===== config.mk =====
export PLATFORM = sky130hd
export DESIGN_NAME = wdog_failsafe_ctrl
export DESIGN_NICKNAME = d
export VERILOG_FILES = /design/src/rtl/wfs_pkg.sv /design/src/rtl/wfs_toggle_sync.sv /design/src/rtl/wfs_timer.sv /design/src/rtl/wdog_failsafe_ctrl.sv
export SDC_FILE = /design/constraint.sdc
export NUM_CORES = 1
export LEC_CHECK = 0
export ABC_AREA = 0
export BUFFER_PORTS_ARGS = -buffer_cell sky130_fd_sc_hd__buf_4
export CAP_MARGIN = 25
export CORE_AREA = 10 10 57 59
export CTS_BUF_LIST = sky130_fd_sc_hd__clkbuf_4 sky130_fd_sc_hd__clkbuf_8 sky130_fd_sc_hd__clkbuf_16
export DETAILED_ROUTE_END_ITERATION = 10
export DIE_AREA = 0 0 67 69
export PLACE_DENSITY_LB_ADDON = 0.25
export SLEW_MARGIN = 10
export SYNTH_ARGS = -nofsm -noshare
export SYNTH_HDL_FRONTEND = slang
export SYNTH_HIERARCHICAL = 1
export SYNTH_SLANG_ARGS = --single-unit

===== constraint.sdc =====
create_clock -name clk -period 2.35 [get_ports clk]
set_input_delay 0.3525 -clock clk [delete_from_list [all_inputs] [get_ports clk]]
set_output_delay 0.3525 -clock clk [all_outputs]
set_load 0.02 [all_outputs]

===== src/rtl/wfs_pkg.sv =====
package wfs_pkg;

    localparam int unsigned NUM_HS = 4;
    localparam int unsigned NUM_LS = 8;
    localparam int unsigned NUM_SW = NUM_HS + NUM_LS;

    typedef enum logic [1:0] {
        MODE_SLEEP    = 2'd0,
        MODE_DEFAULT  = 2'd1,
        MODE_NORMAL   = 2'd2,
        MODE_FAILSAFE = 2'd3
    } wfs_mode_e;

    // High-side switches 0 and 2 on, every other switch off
    function automatic logic [NUM_SW-1:0] failsafe_pattern();
        logic [NUM_SW-1:0] pat;
        for (int i = 0; i < NUM_SW; i++) begin
            pat[i] = (i == 0) || (i == 2);
        end
        return pat;
    endfunction

endpackage


===== src/rtl/wfs_toggle_sync.sv =====
module wfs_toggle_sync #(
    parameter int unsigned STAGES = 2
) (
    input  logic clk,
    input  logic rst_n,
    input  logic pin_i,
    output logic toggle_o
);

    // sh[0..STAGES-1] synchroniser chain, sh[STAGES] previous synced value
    logic [STAGES:0] sh_d, sh_q;

    always_comb begin
        sh_d = {sh_q[STAGES-1:0], pin_i};
    end

    always_ff @(posedge clk or negedge rst_n) begin
        if (!rst_n) sh_q <= '0;
        else        sh_q <= sh_d;
    end

    assign toggle_o = sh_q[STAGES-1] ^ sh_q[STAGES];

    // a detected change is a single-cycle pulse unless the pin moved again
    toggle_pulse_chk: assert property (@(posedge clk) disable iff (!rst_n)
        toggle_o |=> (sh_q[STAGES] == $past(sh_q[STAGES-1])));

endmodule


===== src/rtl/wfs_timer.sv =====
module wfs_timer #(
    parameter int unsigned TIMEOUT = 32,
    parameter int unsigned SEL_W   = 2
) (
    input  logic             clk,
    input  logic             rst_n,
    input  logic             clear_i,
    input  logic             restart_i,
    input  logic             run_i,
    input  logic             div_load_i,
    input  logic [SEL_W-1:0] div_sel_i,
    output logic             expire_o
);

    localparam int unsigned CNT_W   = $clog2(TIMEOUT + 1);
    localparam int unsigned NUM_DIV = 1 << SEL_W;

    typedef struct packed {
        logic [CNT_W-1:0] cnt;
        logic [SEL_W-1:0] div;
    } tmr_state_t;

    tmr_state_t st_d, st_q;
    logic [CNT_W-1:0] lim_tab [NUM_DIV];
    logic [CNT_W-1:0] limit;

    for (genvar g = 0; g < NUM_DIV; g++) begin : g_lim
        assign lim_tab[g] = CNT_W'(TIMEOUT >> g);
    end

    assign limit = lim_tab[st_q.div];

    always_comb begin
        st_d     = st_q;
        expire_o = 1'b0;
        if (div_load_i) st_d.div = div_sel_i;
        if (clear_i || restart_i || div_load_i) begin
            st_d.cnt = '0;
        end else if (run_i) begin
            if (st_q.cnt == limit - CNT_W'(1)) begin
                expire_o = 1'b1;
                st_d.cnt = '0;
            end else begin
                st_d.cnt = st_q.cnt + CNT_W'(1);
            end
        end
    end

    always_ff @(posedge clk or negedge rst_n) begin
        if (!rst_n) st_q <= '0;
        else        st_q <= st_d;
    end


    cnt_below_limit_chk: assert property (@(posedge clk) disable iff (!rst_n)
        st_q.cnt < limit);


    restart_clears_chk: assert property (@(posedge clk) disable iff (!rst_n)
        restart_i |=> (st_q.cnt == '0));

endmodule


===== src/rtl/wdog_failsafe_ctrl.sv =====
module wdog_failsafe_ctrl
    import wfs_pkg::*;
#(
    parameter int unsigned TIMEOUT     = 32,
    parameter int unsigned SEL_W       = 2,
    parameter int unsigned SYNC_STAGES = 2
) (
    input  logic              clk,
    input  logic              rst_n,
    input  logic              wake_i,
    input  logic              ctl_rst_i,
    input  logic              wd_pin_i,
    input  logic              cmd_valid_i,
    input  logic              cmd_wd_bit_i,
    input  logic              div_load_i,
    input  logic [SEL_W-1:0]  div_sel_i,
    input  logic              fs_disable_i,
    input  logic [NUM_SW-1:0] sw_req_i,
    output logic [NUM_SW-1:0] sw_en_o,
    output logic [1:0]        mode_o
);

    localparam logic [NUM_SW-1:0] FS_PAT = failsafe_pattern();

    typedef struct packed {
        logic armed;
        logic fs;
        logic need_wake;
        logic need_rst;
        logic wake_prev;
        logic rst_prev;
        logic last_bit;
    } ctl_state_t;

    ctl_state_t st_d, st_q;

    logic pin_toggle;
    logic expire;
    logic arm_rise;
    logic sleep_in;
    logic service;
    logic exit_now;
    logic tmr_clear, tmr_restart, tmr_run;
    wfs_mode_e mode;

    wfs_toggle_sync #(.STAGES(SYNC_STAGES)) u_sync (
        .clk      (clk),
        .rst_n    (rst_n),
        .pin_i    (wd_pin_i),
        .toggle_o (pin_toggle)
    );

    wfs_timer #(.TIMEOUT(TIMEOUT), .SEL_W(SEL_W)) u_timer (
        .clk        (clk),
        .rst_n      (rst_n),
        .clear_i    (tmr_clear),
        .restart_i  (tmr_restart),
        .run_i      (tmr_run),
        .div_load_i (div_load_i),
        .div_sel_i  (div_sel_i),
        .expire_o   (expire)
    );

    always_comb begin
        arm_rise = (wake_i && !st_q.wake_prev) || (ctl_rst_i && !st_q.rst_prev);
        sleep_in = !wake_i && !ctl_rst_i;
        service  = pin_toggle || (cmd_valid_i && (cmd_wd_bit_i != st_q.last_bit));
        exit_now = st_q.fs && !((st_q.need_wake && wake_i) || (st_q.need_rst && ctl_rst_i));

        tmr_clear   = st_q.fs || sleep_in || fs_disable_i;
        tmr_restart = arm_rise || (st_q.armed && service);
        tmr_run     = st_q.armed && !st_q.fs && !fs_disable_i;

        st_d           = st_q;
        st_d.wake_prev = wake_i;
        st_d.rst_prev  = ctl_rst_i;
        if (cmd_valid_i) st_d.last_bit = cmd_wd_bit_i;

        if (st_q.fs) begin
            if (exit_now) begin
                st_d.fs    = 1'b0;
                st_d.armed = wake_i || ctl_rst_i;
            end
        end else begin
            if (sleep_in)      st_d.armed = 1'b0;
            else if (arm_rise) st_d.armed = 1'b1;
            if (expire) begin
                st_d.fs        = 1'b1;
                st_d.need_wake = wake_i;
                st_d.need_rst  = ctl_rst_i;
            end
        end
    end

    always_ff @(posedge clk or negedge rst_n) begin
        if (!rst_n) st_q <= '0;
        else        st_q <= st_d;
    end

    always_comb begin
        if (st_q.fs)        mode = MODE_FAILSAFE;
        else if (ctl_rst_i) mode = MODE_NORMAL;
        else if (wake_i)    mode = MODE_DEFAULT;
        else                mode = MODE_SLEEP;
    end

    always_comb begin
        unique case (mode)
            MODE_FAILSAFE: sw_en_o = FS_PAT;
            MODE_NORMAL:   sw_en_o = sw_req_i;
            default:       sw_en_o = '0;
        endcase
    end

    assign mode_o = mode;


    fs_needs_arm_chk: assert property (@(posedge clk) disable iff (!rst_n)
        $rose(st_q.fs) |-> $past(st_q.armed));


    fsdis_blocks_chk: assert property (@(posedge clk) disable iff (!rst_n)
        (fs_disable_i && !st_q.fs) |=> !st_q.fs);


    fs_hold_wake_chk: assert property (@(posedge clk) disable iff (!rst_n)
        (st_q.fs && st_q.need_wake && wake_i) |=> (mode_o == MODE_FAILSAFE));


    fs_hold_rst_chk: assert property (@(posedge clk) disable iff (!rst_n)
        (st_q.fs && st_q.need_rst && ctl_rst_i) |=> (mode_o == MODE_FAILSAFE));


    fs_pattern_chk: assert property (@(posedge clk) disable iff (!rst_n)
        (mode_o == MODE_FAILSAFE) |-> (sw_en_o == FS_PAT));


    sleep_off_chk: assert property (@(posedge clk) disable iff (!rst_n)
        (mode_o == MODE_SLEEP) |-> (sw_en_o == '0));


    sleep_no_fs_chk: assert property (@(posedge clk) disable iff (!rst_n)
        (!wake_i && !ctl_rst_i && !st_q.fs) |=> !st_q.fs);

endmodule


==> impl_results.md, run 1 <==
- Outcome: completed
- Worst flop-to-flop path startpoint: u_timer/st_q[5]
- Final setup violation count: 0
- CTS tree: done
- DR vias/cell: 5.36
- Worst slew pin tran: 559 ps
- Worst path required time: 2530 ps
- Total grt overflow: 0
- Total Die Area: 4620 um2
- Top cells by area, synth: dfrtp_1, and2_1, mux2_2, o21ai_0, nand3b_1
- Post-route antenna net violation count: 0
- Layout cells sized above 1: 0.400
- PwrDens: 461 nW/um2
- CTS Hold Bufs: 1
- Achievable frequency: 493 MHz
- Final-report hold violation count: 0
- Worst Hold Launch: wd_pin_i
- Skew-Pair Late Insertion Delay: 290 ps
- Worst Skew: roughly 8.6 ps
- Final Cycle Share: 0.863
- Final HPWL DP: 1930 um
- Drc violations: 0
- Hold Path End: u_sync/sh_q[0]
- Core box area: 2150 um2
- Gr usage total: 0.103
- Pre-CTS setup slack: 198 ps
- Routed wire length per instance: 15.0 um
- Vias in the first global route: around 900
- Area grow syn2layout: 34.4%
- Syn Nets: 119
- Fin nets: 161
- I/O Pins: 37
- Grt met2 use: 0.147
- CTS resizes: 0
- Routed WL: 2450 um
- Syn. warnings: 6
- Largest net degree at the start of global routing: 19
- Setup Buffers After CTS: 0
- Met1 usage: 0.120
- Final Slew Violations: 0
- Fraction of registers with async set/reset: 1.00
- Critical path class: reg2reg
- First-pass GRT wire length: 3910 um
- Hold WC Path Type: in2reg
- Initial DRC count: 34
- CP arrival: between 2000 and 2500 ps
- Syn avg cell area: roughly 10 um2
- Clk pin slew, worst setup/hold paths: ~100 ps
- Post-synth top cells: dfrtp_1, and2_1, nand2_1
- GRT met3 Usage: 0.0564
- Initial core utilization: 0.455
- Peak VDD IR: 0.000372 V
- CP Launch Type: register
- Crit Path Max Fanout: 7
- Distinct cells, synth: 36
- CTS root buf: clkbuf_4
- Die Wd: 67 um
- Syn Inst Count: 95
- Routed vias: 874
- Die span in y: 69 um
- PortBufs: 36
- Number of flops mapped to enable cells by yosys: 0
- Synthesized cell area: 978 um2
- Total Negative Setup Slacks: 0 ps
- Synth top area share: 0.460
- Filler Cells Inserted: 178
- Dpl cells: 159
- Finished Layout Cells: 163
- Endpoint class of the critical path: register
- Max Cap Viol: 0
- R2R setup slack: 320 ps
- Sequential area share after synthesis: 0.460
- Pre-Repair DR Iteration Count: 4
- Unrepaired setup endpoints after global routing: no
- GP Congestion: 0.791
- Diode count: 0
- Reg2reg end: st_q[4]
- R2R depth: 5
- TritonCTS Sinks: 18
- Slew HR: 0.624
- Largest area contributor in the netlist: dfrtp_1
- Leakage Power: 0.618 nW
- Final worst setup slack: between 300 and 400 ps
- Count leader, synth: dfrtp_1
- Period minus WS final: 2030 ps
- TritonCTS buffer count: 3
- Num rows: 17
- Clock Path Buffers: 2
- Hold depth: 1
- Flops & latches, synth: 18
- Initial antenna violation count: 0
- Ys flop type: dfrtp_1
- H-tree levels: 1
- GRT Max-Usage Layer: met2
-- worst max-delay path, cell delays in order (launching register included) --
cell and delay [ps]:
dfrtp_1 460, or4b_1 540, o32a_2 240, a211oi_1 250, nand2b_1 140, mux2_2 290
-- where the power goes --
group          switching [mW]  internal (mW)  leakage [nW]
Sequential            0.00828          0.321         0.230
Clock                  0.0900         0.0596        0.0138
Combinational          0.0581         0.0684         0.374
-- sequential cells by signal, summed over array words and instances, names as in the netlist --
name and cells:
u_sync/sh_q 3, st_q 7, u_timer/st_q 8
-- through the flow --
step	power [mW]	util	instance area (um2)	hold WS, ps
after floorplan	0.395	-	978	56.9
after global placement	0.460	0.597	1280	229
after detailed placement	0.462	0.597	1280	231
after CTS	0.614	0.612	1320	158
after global routing	0.639	0.612	1320	148
final	0.606	0.612	1320	166
-- logic make-up (layout without fill, tap and decap cells) --
family | after synthesis | in the layout | share of synthesized area
AO/OA/AOI/OAI | 22 | 22 | 0.170
XOR/XNOR | 3 | 3 | 0.0269
adder cells (fa/ha/maj) | 1 | 1 | 0.0128
buffers and inverters | 5 | 45 | 0.0281
flip-flops | 18 | 18 | 0.460
multiplexers | 4 | 4 | 0.0460
AND/OR/NAND/NOR | 42 | 42 | 0.256
-- cell type report --
| class | instances | area, um2 | area share |
|---|---|---|---|
| repair buffers | 39 | 295 | 0.225 |
| clock buffers | 3 | 22.5 | 0.0171 |
| well taps | 28 | 35.0 | 0.0266 |
| flip-flops and latches | 18 | 450 | 0.343 |
| inverters | 3 | 11.3 | 0.00856 |
| multi-input cells | 72 | 500 | 0.381 |
-- metal layers --
metal,part of all wire,vias up
li1,-,422
met1,0.44,398
met2,0.40,50
met3,0.15,4
met4,0.012,0
met5,0,-
-- worst max-delay path by stage --
stage,cells after the start,start,end
6_report,5,u_timer/st_q[5],st_q[4]
5_1_grt,7,st_q[0],st_q[4]
4_1_cts,7,st_q[0],st_q[4]
3_5_place_dp,8,ctl_rst_i,st_q[4]
3_3_place_gp,8,ctl_rst_i,st_q[4]
2_1_floorplan,6,st_q[5],st_q[4]
-- cells in the final DEF, fill, tap and decap left out, types with 2 or more instances in the layout --
cell / Yosys / routed
buf_4: 0 / 38
dfrtp_1: 18 / 18
and2_1: 10 / 10
nand2_1: 7 / 7
o21ai_0: 6 / 6
a21oi_1: 5 / 5
mux2_2: 4 / 4
nand3b_1: 4 / 4
nand3_1: 4 / 4
nor2_1: 3 / 3
or3_1: 3 / 3
nor3_1: 3 / 3
clkbuf_4: 0 / 3
a21o_2: 2 / 2
inv_1: 2 / 2
xor2_1: 2 / 2
(Power assumes the default switching activity.)
==> run 2: changes to the inputs <==
CTS_BUF_LIST = sky130_fd_sc_hd__clkbuf_8 sky130_fd_sc_hd__clkbuf_16   (was sky130_fd_sc_hd__clkbuf_4 sky130_fd_sc_hd__clkbuf_8 sky130_fd_sc_hd__clkbuf_16)
==> run 2 against run 1 <==
Worst hold slack better by 39 ps. First-iteration DRC count is 5.9% higher. Critical path depth is 2 higher. Power is 10% higher. Sequential share of layout area is 0.48 points lower. Utilization is 0.87 points higher. Clock skew is 4.6 ps lower. Non-clock buffer count stayed put. Final cell count stayed put. Sequential power hardly changed. Register-to-register slack hardly changed.
==> impl_results.md, run 2 (synthesized netlist as in run 1, its figures left out) <==
- Leakage Power: 0.626 nW (+1.3%)
- Critical path startpoint: st_q[0]
- Critical path's top delay family: simple AND/OR/NAND/NOR gates
- Clock Path Buffers: 2 (unchanged)
- R2R depth: 7 (+2)
- Post-route antenna net violation count: 0 (unchanged)
- Final instance area: 1330 um2 (+1.4%)
- Commonest non-fill, non-tap cell in the layout: buf_4
- GP Congestion: 0.791 (unchanged)
- Hold depth: 1 (unchanged)
- Fin nets: 161 (unchanged)
- Placement Cell Area: 1280 um2 (unchanged)
- Area grow syn2layout: 36.3%
- Reg2reg end: st_q[4]
- Tot Pwr: 0.668 mW (+10%)
- Final Slew Violations: 0 (unchanged)
- Hold WC Path Type: in2reg
- Total Negative Setup Slacks: 0 ps (unchanged)
- Period minus WS final: 2040 ps (+14.9 ps)
- TritonCTS Sinks: 18 (unchanged)
- Achievable frequency: 490 MHz (-0.73%)
- Reg with most FFs: u_timer/st_q
- Skew-Pair Late Insertion Delay: 250 ps (-40 ps)
- PwrDens: 501 nW/um2 (+8.8%)
- Top flop regs: u_timer/st_q (8), st_q (7), u_sync/sh_q (3)
- Pre-Repair DR Iteration Count: 4 (unchanged)
- Met1 usage: 0.125 (+0.00470)
- Routed vias: 893 (+2.2%)
- CP Launch Type: register
- Max incr delay on CP: 450 ps (-90 ps)
- PortBufs: 36 (unchanged)
- Layout cells sized above 1: 0.400 (unchanged)
- Worst slew pin tran: 546 ps (-13.2 ps)
- Worst path required time: 2480 ps (-50 ps)
- Slew HR: 0.633 (+0.00889)
- Die span in y: 69 um (unchanged)
- CTS resizes: 0 (unchanged)
- Most frequent cells in the layout: buf_4, dfrtp_1, and2_1
- DR vias/cell: 5.48 (+2.2%)
- Initial core utilization: 0.455 (unchanged)
- Hold Slack: 205 ps (+38.8 ps)
- Drc violations: 0 (unchanged)
- Core box area: 2150 um2 (unchanged)
- Largest net degree at the start of global routing: 19 (unchanged)
- CP arrival: 2180 ps (-20 ps)
- Total Die Area: 4620 um2 (unchanged)
- Crit path max-delay cell type: or3_1
- Peak VDD IR: 0.000418 V (+12%)
- Initial DRC count: 36 (+5.9%)
- Gr usage total: 0.105 (+0.00253)
- Clk pin slew, worst setup/hold paths: 60 ps (-40 ps)
- Die Wd: 67 um (unchanged)
- Number of flip-flops in the largest register: 8 (unchanged)
- Initial antenna violation count: 0 (unchanged)
- TritonCTS buffer count: 3 (unchanged)
- Critical path class: reg2reg
- Outcome: completed
- Worst Path Buf+Inv: 0 (unchanged)
- Routed wire length per instance: 15.2 um (+1.1%)
- Crit Path Max Fanout: 5 (-2)
- R2R setup slack: 310 ps (about the same)
- Grt met2 use: 0.147 (unchanged)
- GRT met3 Usage: 0.0612 (+0.00483)
- Final HPWL DP: 1930 um (unchanged)
- Crit path cell chain: xor2_1 -> a21oi_1 -> o21ai_0 -> or3_1 -> a211oi_1 -> nand2b_1 -> mux2_2
- Total grt overflow: 0 (unchanged)
- Worst Hold Launch: wd_pin_i
- CTS Hold Bufs: 1 (unchanged)
- Hold Path End: u_sync/sh_q[0]
- Vias in the first global route: 881 (-0.11%)
- Diode count: 0 (unchanged)
- Endpoint class of the critical path: register
- Unrepaired setup endpoints after global routing: no
- GRT Max-Usage Layer: met2
- Num rows: 17 (unchanged)
- CP Depth: 7 (+2)
- Final setup violation count: 0 (unchanged)
- Max Cap Viol: 0 (unchanged)
- CTS root buf: clkbuf_8
- Routed WL: 2470 um (+1.1%)
- I/O Pins: 37 (unchanged)
- Worst flop-to-flop path startpoint: st_q[0]
- First-pass GRT wire length: 3970 um (+1.8%)
- H-tree levels: 1 (unchanged)
- Worst Skew: 3.95 ps (-4.60 ps)
- Final Cycle Share: 0.869 (+0.00635)
- CTS tree: done
- Final-report hold violation count: 0 (unchanged)
- Setup Buffers After CTS: 0 (unchanged)
## run 2: worst max-delay path by stage
stage / endpoint / slack [ps]
6_report: st_q[4] / 310
5_1_grt: st_q[4] / 160
4_1_cts: st_q[4] / 300
3_5_place_dp: st_q[4] / 200
3_3_place_gp: st_q[4] / 280
2_1_floorplan: st_q[4] / 350
## run 2: through the flow
stage / setup slack [ps] / instances / util
final: 308 / 163 / 0.621
after global routing: 159 / 163 / 0.621
after CTS: 301 / 163 / 0.621
after detailed placement: 198 / 159 / 0.597
after global placement: 276 / 159 / 0.597
after floorplan: 350 / 95 / -
## run 2: worst register-to-register path, delay by kind of cell (launching register included)
family / cells / cell delay, ps
XOR/XNOR: 1 / 160
multiplexers: 1 / 300
flip-flops: 1 / 390
AND/OR/NAND/NOR: 2 / 600
AO/OA/AOI/OAI: 3 / 490
## run 2: cell type report
class	count	area (um2)
fillers	175	815
multi-input cells	72	500
flip-flops and latches	18	450
repair buffers	39	295
clock buffers	3	41.3
well taps	28	35.0
inverters	3	11.3
## run 2: where the power goes
part	internal (mW)	leakage (nW)	total [mW]	switching [mW]
sequential	0.322	0.230	0.330	0.00830
combinational	0.0685	0.374	0.127	0.0585
clock	0.114	0.0216	0.211	0.0975
total	0.504	0.626	0.668	0.164
## run 2: per-layer routing
| metal | share of wire | wire (um) |
|---|---|---|
| met1 | 0.43 | 1060 |
| met2 | 0.40 | 997 |
| met3 | 0.15 | 380 |
| met4 | 0.015 | 36 |
| met5 | 0 | 0 |
==> run 3: changes to the inputs <==
CORE_AREA = 2 2 49 51   (was 10 10 57 59)
DIE_AREA = 0 0 51 53   (was 0 0 67 69)
==> run 3 against run 2 <==
Die area is 42% lower. First-iteration DRC count is 44% lower. Via count down 2.6%. Critical path type unchanged. Largest power group unchanged.
==> impl_results.md, run 3 (synthesized netlist as in run 1, its figures left out) <==
- Outcome: completed
- Layout cells sized above 1: 0.404 (+0.00441)
- Filler Cells Inserted: 174 (-0.57%)
- Hold WC Path Type: in2reg
- Top flop regs: u_timer/st_q (8), st_q (7), u_sync/sh_q (3)
- Number of flip-flops in the largest register: 8 (unchanged)
- Drc violations: 0 (unchanged)
- First-pass GRT wire length: 3550 um (-11%)
- Total Die Area: 2700 um2 (-42%)
- Routed vias: 870 (-2.6%)
- Initial core utilization: 0.455 (unchanged)
- Total grt overflow: 0 (unchanged)
- R2R depth: 7 (unchanged)
- Core box area: 2150 um2 (unchanged)
- PwrDens: 524 nW/um2 (+4.6%)
- Combinational power share: 0.178 (-0.012)
- Die Wd: 51 um (-24%)
- Gr usage total: 0.179 (+0.0740)
- CTS tree: done
- Final setup violation count: 0 (unchanged)
- Critical path startpoint: st_q[0]
- Unrepaired setup endpoints after global routing: no
- Net Sw Frac: 0.237 (-0.00881)
- Routed wire length per instance: 12.6 um (-17%)
- CP arrival: 2150 ps (-30 ps)
- DR vias/cell: 5.30 (-3.2%)
- Tot Pwr: 0.707 mW (+5.7%)
- CP endpoint: st_q[4]
- Worst flop-to-flop path startpoint: st_q[0]
- Routed WL: 2070 um (-16%)
- Final Cycle Share: 0.853 (-0.0160)
- Critical path class: reg2reg
- Initial DRC count: 20 (-44%)
- Final-report hold violation count: 0 (unchanged)
- Worst slew pin tran: 552 ps (+5.90 ps)
- TritonCTS Sinks: 18 (unchanged)
- Reg2reg end: st_q[4]
- Vias in the first global route: 848 (-3.7%)
- NetSw: 0.167 mW (+1.9%)
- CTS root buf: clkbuf_8
- Initial antenna violation count: 0 (unchanged)
- GP Congestion: 0.774 (-2.2%)
- Final Slew Violations: 0 (unchanged)
- H-tree levels: 1 (unchanged)
- TritonCTS buffer count: 3 (unchanged)
- Final HPWL DP: 1610 um (-17%)
- Area grow syn2layout: 37.7%
- Post-route antenna net violation count: 0 (unchanged)
- I/O Pins: 37 (unchanged)
- Worst path required time: 2490 ps (about the same)
- Skew-Pair Late Insertion Delay: 250 ps (about the same)
- Commonest non-fill, non-tap cell in the layout: buf_4
- PortBufs: 36 (unchanged)
- Crit Path Max Fanout: 5 (unchanged)
- Total Negative Setup Slacks: 0 ps (unchanged)
- Num rows: 17 (unchanged)
- Period minus WS final: 2000 ps (-37.6 ps)
- Most frequent cells in the layout: buf_4, dfrtp_1, and2_1
- Leakage Power: 0.633 nW (+1.1%)
- Multi-input gate area: 500 um2 (unchanged)
- R2R setup slack: 350 ps (+40 ps)
- Largest net degree at the start of global routing: 19 (unchanged)
- Max Cap Viol: 0 (unchanged)
- Reg with most FFs: u_timer/st_q
- CTS resizes: 0 (unchanged)
- Clock Path Buffers: 2 (unchanged)
- Power Internal: 0.539 mW (+6.9%)
- Clk pin slew, worst setup/hold paths: 70 ps (about the same)
- CP Launch Type: register
- Part of the power in registers: 0.467 (-0.027)
- Die span in y: 53 um (-23%)
- Pre-Repair DR Iteration Count: 4 (unchanged)
- Clock share of power: 0.355 (+0.039)
- Slew HR: 0.629 (-0.00397)
- Finished Layout Cells: 164 (+0.61%)
- Worst Skew: 2.75 ps (-1.20 ps)
- Dpl cells: 159 (unchanged)
- Peak VDD IR: 0.000424 V (+1.6%)
- Fin nets: 161 (unchanged)
- Achievable frequency: 499 MHz (+1.9%)
- Endpoint class of the critical path: register
- Diode count: 0 (unchanged)
- Sequential cell area: 450 um2 (unchanged)
[run 3: cell count changes in the layout (fill, tap and decap cells not counted)]
cell	previous run	this run
clkbuf_8	3	4
[run 3: power groups by stage]
stage / Clock, mW / Combinational (mW) / Sequential [mW]
after floorplan: 0 / 0.0614 / 0.334
after global placement: 0 / 0.123 / 0.335
after detailed placement: 0 / 0.125 / 0.336
after CTS: 0.256 / 0.127 / 0.330
after global routing: 0.268 / 0.137 / 0.332
final: 0.251 / 0.126 / 0.330
[run 3: how the worst min path moves through the flow]
stage / start / end / slack [ps] / cells past startpoint
floorplan: rst_n / st_q[0] / 60 / 0
global placement: rst_n / st_q[6] / 230 / 1
detailed placement: rst_n / st_q[0] / 230 / 1
CTS: wd_pin_i / u_sync/sh_q[0] / 200 / 1
global route: wd_pin_i / u_sync/sh_q[0] / 190 / 1
finish: wd_pin_i / u_sync/sh_q[0] / 200 / 1
[run 3: through the flow]
step,cell area [um2],utilization,setup slack [ps],hold slack [ps]
after floorplan,978,-,350,56.9
after global placement,1280,0.597,268,230
after detailed placement,1280,0.597,228,229
after CTS,1350,0.627,341,196
after global routing,1350,0.627,169,191
final,1350,0.627,345,201
[run 3: layout make-up]
type | count | area share
clock buffers | 4 | 0.0409
inverters | 3 | 0.00836
multi-input cells | 72 | 0.371
flip-flops and latches | 18 | 0.334
well taps | 28 | 0.0260
repair buffers | 39 | 0.219
[run 3: timing repair]
action	in CTS	in global routing
hold buffers	1	0
setup buffers	0	0
endpoints found under the setup margin	0	0
hold endpoints to repair	18	0
[run 3: per-layer routing]
metal,vias up,track usage,wire [um]
li1,422,-,-
met1,398,0.191,812
met2,46,0.325,994
met3,4,0.0424,224
met4,0,0.0991,36
met5,-,0,0
[run 3: critical path, stage by stage, from the launching register on]
cell and delay, ps:
dfrtp_1 390, xor2_1 160, a21oi_1 130, o21ai_0 100, or3_1 460, a211oi_1 230
nand2b_1 130, mux2_2 280
